`src/rtl/msi_pkg.sv`:
```
`timescale 1ns/1ps
package msi_pkg;

  typedef enum logic [1:0] {
    LN_INV = 2'd0,
    LN_SHR = 2'd1,
    LN_MOD = 2'd2
  } line_state_e;

  typedef enum logic [1:0] {
    BC_NONE   = 2'd0,
    BC_RDMISS = 2'd1,
    BC_WRMISS = 2'd2,
    BC_WBACK  = 2'd3
  } bus_cmd_e;

  // State a held line takes when another cache's transaction matches it.
  function automatic line_state_e snoop_next(line_state_e st, bus_cmd_e cmd);
    if (cmd == BC_WRMISS) return LN_INV;
    if (cmd == BC_RDMISS && st == LN_MOD) return LN_SHR;
    return st;
  endfunction

  // A dirty line must supply its data for any snooped miss.
  function automatic logic snoop_flush(line_state_e st, bus_cmd_e cmd);
    return (st == LN_MOD) && (cmd == BC_RDMISS || cmd == BC_WRMISS);
  endfunction

  function automatic line_state_e fill_state(logic is_write);
    return is_write ? LN_MOD : LN_SHR;
  endfunction

  function automatic bus_cmd_e miss_cmd(logic is_write);
    return is_write ? BC_WRMISS : BC_RDMISS;
  endfunction

endpackage

```
`src/rtl/msi_line_store.sv`:
```
`timescale 1ns/1ps
module msi_line_store
  import msi_pkg::*;
#(
  parameter int NLINES = 4,
  parameter int IDX_W  = 2,
  parameter int TAG_W  = 6,
  parameter int DATA_W = 16
) (
  input  logic              clk,
  input  logic              rst_n,
  input  logic              wr_en,
  input  logic [IDX_W-1:0]  wr_idx,
  input  line_state_e       wr_state,
  input  logic [TAG_W-1:0]  wr_tag,
  input  logic [DATA_W-1:0] wr_data,
  input  logic [IDX_W-1:0]  a_idx,
  output line_state_e       a_state,
  output logic [TAG_W-1:0]  a_tag,
  output logic [DATA_W-1:0] a_data,
  input  logic [IDX_W-1:0]  b_idx,
  output line_state_e       b_state,
  output logic [TAG_W-1:0]  b_tag,
  output logic [DATA_W-1:0] b_data
);

  line_state_e       st_q  [NLINES];
  logic [TAG_W-1:0]  tag_q [NLINES];
  logic [DATA_W-1:0] dat_q [NLINES];

  always_ff @(posedge clk or negedge rst_n) begin
    if (!rst_n) begin
      for (int i = 0; i < NLINES; i++) begin
        st_q[i]  <= LN_INV;
        tag_q[i] <= '0;
        dat_q[i] <= '0;
      end
    end else if (wr_en) begin
      st_q[wr_idx]  <= wr_state;
      tag_q[wr_idx] <= wr_tag;
      dat_q[wr_idx] <= wr_data;
    end
  end

  // Processor-side and snoop-side lookups see the same lines independently.
  assign a_state = st_q[a_idx];
  assign a_tag   = tag_q[a_idx];
  assign a_data  = dat_q[a_idx];
  assign b_state = st_q[b_idx];
  assign b_tag   = tag_q[b_idx];
  assign b_data  = dat_q[b_idx];

endmodule

```
`src/rtl/msi_cpu_side.sv`:
```
`timescale 1ns/1ps
module msi_cpu_side
  import msi_pkg::*;
#(
  parameter int TAG_W  = 6,
  parameter int DATA_W = 16
) (
  input  logic              req,
  input  logic              we,
  input  logic [TAG_W-1:0]  tag,
  input  logic [DATA_W-1:0] wdata,
  input  logic              snoop_busy,
  input  logic              gnt,
  input  line_state_e       l_state,
  input  logic [TAG_W-1:0]  l_tag,
  input  logic [DATA_W-1:0] l_data,
  input  logic [DATA_W-1:0] bus_rdata,
  output logic              ready,
  output logic [DATA_W-1:0] rdata,
  output logic              bus_req,
  output logic              issue,
  output bus_cmd_e          cmd,
  output logic [TAG_W-1:0]  bus_tag,
  output logic [DATA_W-1:0] bus_data,
  output logic              wr_en,
  output line_state_e       wr_state,
  output logic [TAG_W-1:0]  wr_tag,
  output logic [DATA_W-1:0] wr_data,
  output logic              hit,
  output logic              wb_issue
);

  logic go, tag_hit, rd_hit, wr_hit, victim_dirty, fill;

  always_comb begin
    go           = req && !snoop_busy;
    tag_hit      = (l_state != LN_INV) && (l_tag == tag);
    rd_hit       = go && !we && tag_hit;
    wr_hit       = go && we && tag_hit && (l_state == LN_MOD);
    hit          = rd_hit || wr_hit;
    victim_dirty = (l_state == LN_MOD) && (l_tag != tag);
    bus_req      = go && !hit;
    issue        = bus_req && gnt;
    wb_issue     = issue && victim_dirty;
    fill         = issue && !victim_dirty;

    cmd      = victim_dirty ? BC_WBACK : miss_cmd(we);
    bus_tag  = victim_dirty ? l_tag : tag;
    bus_data = victim_dirty ? l_data : wdata;

    ready = hit || fill;
    rdata = rd_hit ? l_data : bus_rdata;

    wr_en    = wr_hit || issue;
    wr_state = wb_issue ? LN_INV : fill_state(we);
    wr_tag   = wb_issue ? l_tag : tag;
    wr_data  = wb_issue ? l_data : (we ? wdata : bus_rdata);
  end

endmodule

```
`src/rtl/msi_snoop_side.sv`:
```
`timescale 1ns/1ps
module msi_snoop_side
  import msi_pkg::*;
#(
  parameter int TAG_W  = 6,
  parameter int DATA_W = 16
) (
  input  logic              valid,
  input  bus_cmd_e          cmd,
  input  logic [TAG_W-1:0]  tag,
  input  line_state_e       l_state,
  input  logic [TAG_W-1:0]  l_tag,
  input  logic [DATA_W-1:0] l_data,
  output logic              hit,
  output logic              flush,
  output logic [DATA_W-1:0] data,
  output logic              wr_en,
  output line_state_e       wr_state
);

  always_comb begin
    hit      = valid && (l_state != LN_INV) && (l_tag == tag);
    flush    = hit && snoop_flush(l_state, cmd);
    data     = flush ? l_data : '0;
    wr_state = snoop_next(l_state, cmd);
    wr_en    = hit && (wr_state != l_state);
  end

endmodule

```
`src/rtl/msi_snoop_cache.sv`:
```
`timescale 1ns/1ps
module msi_snoop_cache
  import msi_pkg::*;
#(
  parameter int NLINES = 4,
  parameter int ADDR_W = 8,
  parameter int DATA_W = 16
) (
  input  logic              clk,
  input  logic              rst_n,
  input  logic              cpu_req_i,
  input  logic              cpu_we_i,
  input  logic [ADDR_W-1:0] cpu_addr_i,
  input  logic [DATA_W-1:0] cpu_wdata_i,
  output logic              cpu_ready_o,
  output logic [DATA_W-1:0] cpu_rdata_o,
  output logic              bus_req_o,
  input  logic              bus_gnt_i,
  output logic              bus_valid_o,
  output logic [1:0]        bus_cmd_o,
  output logic [ADDR_W-1:0] bus_addr_o,
  output logic [DATA_W-1:0] bus_data_o,
  input  logic [DATA_W-1:0] bus_rdata_i,
  input  logic              snp_valid_i,
  input  logic [1:0]        snp_cmd_i,
  input  logic [ADDR_W-1:0] snp_addr_i,
  output logic              snp_flush_o,
  output logic [DATA_W-1:0] snp_data_o
);

  localparam int IDX_W = $clog2(NLINES);
  localparam int TAG_W = ADDR_W - IDX_W;

  logic [IDX_W-1:0] cpu_idx, snp_idx;
  logic [TAG_W-1:0] cpu_tag, snp_tag;
  assign cpu_idx = cpu_addr_i[IDX_W-1:0];
  assign cpu_tag = cpu_addr_i[ADDR_W-1:IDX_W];
  assign snp_idx = snp_addr_i[IDX_W-1:0];
  assign snp_tag = snp_addr_i[ADDR_W-1:IDX_W];

  line_state_e       a_state, b_state;
  logic [TAG_W-1:0]  a_tag, b_tag;
  logic [DATA_W-1:0] a_data, b_data;

  // Processor-side results.
  logic              c_issue, c_wr_en, ev_hit, ev_wb_issue;
  bus_cmd_e          c_cmd;
  logic [TAG_W-1:0]  c_bus_tag, c_wr_tag;
  logic [DATA_W-1:0] c_wr_data;
  line_state_e       c_wr_state;

  // Snoop-side results.
  logic              ev_snp_hit, s_wr_en;
  line_state_e       s_wr_state;

  // Single write port: a snoop update wins the cycle.
  logic              st_wr_en;
  logic [IDX_W-1:0]  st_wr_idx;
  line_state_e       st_wr_state;
  logic [TAG_W-1:0]  st_wr_tag;
  logic [DATA_W-1:0] st_wr_data;

  always_comb begin
    st_wr_en    = s_wr_en || c_wr_en;
    st_wr_idx   = s_wr_en ? snp_idx    : cpu_idx;
    st_wr_state = s_wr_en ? s_wr_state : c_wr_state;
    st_wr_tag   = s_wr_en ? b_tag      : c_wr_tag;
    st_wr_data  = s_wr_en ? b_data     : c_wr_data;
  end

  msi_line_store #(
    .NLINES(NLINES), .IDX_W(IDX_W), .TAG_W(TAG_W), .DATA_W(DATA_W)
  ) u_store (
    .clk(clk), .rst_n(rst_n),
    .wr_en(st_wr_en), .wr_idx(st_wr_idx), .wr_state(st_wr_state),
    .wr_tag(st_wr_tag), .wr_data(st_wr_data),
    .a_idx(cpu_idx), .a_state(a_state), .a_tag(a_tag), .a_data(a_data),
    .b_idx(snp_idx), .b_state(b_state), .b_tag(b_tag), .b_data(b_data)
  );

  msi_cpu_side #(.TAG_W(TAG_W), .DATA_W(DATA_W)) u_cpu (
    .req(cpu_req_i), .we(cpu_we_i), .tag(cpu_tag), .wdata(cpu_wdata_i),
    .snoop_busy(snp_valid_i), .gnt(bus_gnt_i),
    .l_state(a_state), .l_tag(a_tag), .l_data(a_data),
    .bus_rdata(bus_rdata_i),
    .ready(cpu_ready_o), .rdata(cpu_rdata_o), .bus_req(bus_req_o),
    .issue(c_issue), .cmd(c_cmd), .bus_tag(c_bus_tag), .bus_data(bus_data_o),
    .wr_en(c_wr_en), .wr_state(c_wr_state), .wr_tag(c_wr_tag),
    .wr_data(c_wr_data), .hit(ev_hit), .wb_issue(ev_wb_issue)
  );

  msi_snoop_side #(.TAG_W(TAG_W), .DATA_W(DATA_W)) u_snoop (
    .valid(snp_valid_i), .cmd(bus_cmd_e'(snp_cmd_i)), .tag(snp_tag),
    .l_state(b_state), .l_tag(b_tag), .l_data(b_data),
    .hit(ev_snp_hit), .flush(snp_flush_o), .data(snp_data_o),
    .wr_en(s_wr_en), .wr_state(s_wr_state)
  );

  assign bus_valid_o = c_issue;
  assign bus_cmd_o   = c_issue ? c_cmd : BC_NONE;
  assign bus_addr_o  = {c_bus_tag, cpu_idx};

endmodule

```
`config.mk`:
```
export PLATFORM = sky130hd
export DESIGN_NAME = msi_snoop_cache
export DESIGN_NICKNAME = d
export VERILOG_FILES = /design/src/rtl/msi_pkg.sv /design/src/rtl/msi_line_store.sv /design/src/rtl/msi_cpu_side.sv /design/src/rtl/msi_snoop_side.sv /design/src/rtl/msi_snoop_cache.sv
export SDC_FILE = /design/constraint.sdc
export NUM_CORES = 1
export LEC_CHECK = 0
export BUFFER_PORTS_ARGS = -buffer_cell sky130_fd_sc_hd__buf_2
export CORE_ASPECT_RATIO = 1.75
export CORE_MARGIN = 2
export CORE_UTILIZATION = 45
export DETAILED_ROUTE_END_ITERATION = 16
export HOLD_SLACK_MARGIN = 0.02
export PLACE_DENSITY = 0.78
export SKIP_CTS_REPAIR_TIMING = 1
export SLEW_MARGIN = 5
export SYNTH_ARGS = -nofsm -noshare
export SYNTH_HDL_FRONTEND = slang
export SYNTH_SLANG_ARGS = --single-unit
```
`constraint.sdc`:
```
create_clock -name clk -period 4.05 [get_ports clk]
set_input_delay 0.6075 -clock clk [delete_from_list [all_inputs] [get_ports clk]]
set_output_delay 0.6075 -clock clk [all_outputs]
set_load 0.005 [all_outputs]
```
==> summary.txt <==
Cells and area
  – Share of cells above drive strength 1: 57.4%
  – Area grow syn2layout: 17.4%
  – Cell Count, Final, Fillers Out: 781
  – # diodes: 0
  – Commonest non-fill, non-tap cells in the layout: 116 x buf_2, 96 x dfrtp_1, 68 x mux2_2, 58 x mux2_4, 48 x mux4_2
  – Commonest non-fill, non-tap cell in the layout: buf_2
  – Layout Nets: 654

Route
  – Final antenna-violating net count: 0
  – Number of vias per cell: 5.84
  – Routed WL: 16800 um
  – Via count: 4559
  – DRT Pass-1 Iters: 4
  – Drt drc: 0
  – DR WL/cell: 21.6 um
  – Initial drt markers: 275

Synthesis
  – Total nets after synthesis: 538
  – Mux contribution to synthesized area: 48.4%
  – Area leader, netlist: dfrtp_1
  – Post-synthesis adder-cell area fraction: 0.377%
  – Largest cells by area after synthesis: dfrtp_1 36%, mux4_2 16%, mux2_4 13%, mux2_2 12%, mux2_1 4.1%
  – Simple-gate share of the synthesized area: 5.83%
  – Post-synthesis compound-gate area fraction: 3.36%
  – Mapped Cells: 480
  – Top_reg_cell synth: dfrtp_1
  – Post-Syn Area per Cell: 13.8 sq um
  – Synth cell types: 43
  – Post-Synth XOR/XNOR Area: 1.59%
  – Post-synthesis async set-or-reset flop share: 100%
  – Mapped Area: 6630 sq um
  – Seq/Total Area, Yosys: 36.2%
  – Yosys warns: 0
  – Largest family of logic cells by synthesized area: multiplexers
  – Seq cells post-synth: 96
  – Post-synth EDFFs: 0
  – Post-synth top area share: 36.2%

Floorplanning
  – Die W: 95.8 um
  – Cell Rows: 58
  – Die span in y: 165 um
  – IO Pins: 118
  – CORE AREA: 14400 sq um
  – Die area: 15800 sq um
  – Starting density of the core: 46.1%

Worst setup path
  – Crit path cell chain: buf_2 -> mux4_2 -> xnor2_1 -> nand4_1 -> or2_2 -> nand2b_1 -> buf_4 -> mux2_2 -> buf_2
  – R2R Setup Slk: 790 ps
  – Slowest CP cell: mux4_2
  – Cell mode on critical path: buf_2
  – Worst-path maximum fanout: 8
  – CP Capture Type: output pin
  – Worst Path Buf+Inv: 3
  – Slowest stage delay, CP: 590 ps
  – Reg2reg path depth: 8
  – FF-to-FF Start: u_store.tag_q[3]
  – Largest delay contributor family on the critical path: multiplexers
  – CP Data Required Time: 3440 ps
  – Worst reg2reg endpoint: u_store.dat_q[50]
  – CP Launch Type: input port
  – CP Class: in2out
  – Crit path arrival time: 3150 ps

Power and ir drop
  – Clock power share: 26.8%
  – Lkg Pwr: 3.68 nW
  – Maximum vdd drop: 262 uV
  – Power per cell area: 448 nW/um^2
  – Sw frac: 29.5%
  – Int Pwr: 2.46 mW
  – Sw Pwr: 1.03 mW
  – Comb pwr share: 32.7%
  – Reg power frac: 40.5%

STA
  – TNS Setup: 0 ps
  – Fin crit share: 92.8%
  – RSZ-0062 raised after global routing: false
  – Setup Skew: 10.0 ps
  – Max Clk Rate: 266 MHz
  – Tmin final: 3760 ps
  – Max-slew violations: 0
  – Final hold violation count: 0
  – Max_slew headroom: 43.3%
  – Worst-margin pin slew: 850 ps
  – Final setup violation count: 0

Place
  – Inst Count DP: 765
  – Gpl congestion: 0.886
  – I/O Buffers: 117
  – HPWL Detailed: 12300 um

Clocking
  – TritonCTS buffer count: 9
  – Clock Sinks: 96
  – TritonCTS clock tree: built
  – Reg clk slew, reported paths: 60 ps
  – CTS Buffer Depth: 2
  – Root Driver: clkbuf_16
  – H-tree depth reported by CTS: 3
  – Worst skew pair latency: 350 ps

Global routing
  – Largest net degree at the start of global routing: 67
  – First-pass GRT wire length: 26500 um
  – Total track usage: 22.4%
  – Vias in the first global route: 4960
  – Global route total overflow: 0
  – Antenna violations before repair: 0

Min path
  – HP Class: in2async

Run status
  – Status: complete, no violations

Job
  – Max-cap violations: 0
cell usage after synthesis (2+ instances only):
library cell / number
buf_4: 6
nand3_1: 2
buf_8: 2
nand2b_1: 3
ha_1: 2
nand4_1: 2
inv_1: 6
o21ai_2: 2
a21oi_1: 10
buf_1: 3
o21ai_1: 2
xnor2_1: 12
nand2_1: 22
mux2i_1: 22
nor3b_1: 2
nor3_1: 3
dfrtp_1: 96
nor2_1: 8
mux2_4: 58
mux2_1: 24
nor3b_2: 2
o21ai_0: 16
mux2_2: 68
buf_2: 8
and2_1: 17
clkbuf_1: 11
mux4_2: 48
buf_6: 8
state kept, by name, indices dropped and copies added, names as in the netlist:
name / cells
u_store.tag_q: 24
u_store.st_q: 8
u_store.dat_q: 64
power groups by stage:
stage / Combinational [mW] / Clock (mW) / Sequential, mW
final: 1.14 / 0.935 / 1.41
after global placement: 1.11 / 0 / 1.38
after global routing: 1.23 / 0.992 / 1.44
after floorplan: 0.856 / 0 / 1.34
after detailed placement: 1.14 / 0 / 1.42
after CTS: 1.15 / 0.946 / 1.40
worst reg2reg max path, delay by kind of cell (launching register included):
kind	cells	cell delay, ps
simple gates	3	1140
xor+xnor	1	160
buf+inv	1	330
mux	2	910
flops	1	410
compound gates	1	190
metal layers:
layer | part of all wire [%] | vias up | wire length [um] | track usage [%]
li1 | - | 2035 | - | -
met1 | 38 | 2314 | 6390 | 26.2
met2 | 54 | 175 | 9160 | 40.0
met3 | 5.0 | 35 | 842 | 3.56
met4 | 2.7 | 0 | 458 | 9.68
met5 | 0 | - | 0 | 0
stage by stage:
step                      worst slack (ps)  utilization, %  total power [mW]  hold WS, ps  cell area [sq um]
after floorplan                        426               -              2.20          312               6630
after global placement                 295            51.9              2.49          480               7450
after detailed placement               226            51.9              2.56          501               7450
after CTS                              272            54.2              3.50          397               7780
after global routing                   140            54.2              3.66          425               7780
final                                  291            54.2              3.49          364               7780
final cells by class:
type / instances / area [sq um]
multi-input combinational: 340 / 3980
sequential: 96 / 2400
inverter: 6 / 22.5
fill: 1180 / 6590
clock inverter: 7 / 104
clock buffer: 9 / 225
timing repair buffer: 143 / 821
tap: 180 / 225
logic make-up (layout without fill, tap and decap cells):
family                     Yosys count  after routing
DFF                                 96             96
and+or+nand+nor                     69             69
xor gates and xnor gates            12             12
AOI/OAI and AO/OA                   37             37
buffers and inverters               44            165
muxes                              220            220
adders and majority gates            2              2
worst max-delay path by stage:
stage / start / to / slack, ps / depth (start not counted)
detailed placement: cpu_addr_i[0] / u_store.tag_q[6] / 230 / 9
global placement: cpu_addr_i[0] / u_store.tag_q[7] / 300 / 9
global route: cpu_addr_i[0] / bus_addr_o[2] / 140 / 9
CTS: cpu_addr_i[0] / bus_data_o[13] / 270 / 9
floorplan: cpu_addr_i[0] / bus_addr_o[2] / 430 / 9
finish: cpu_addr_i[0] / bus_addr_o[3] / 290 / 9
Power figures use the tool's default switching activity.
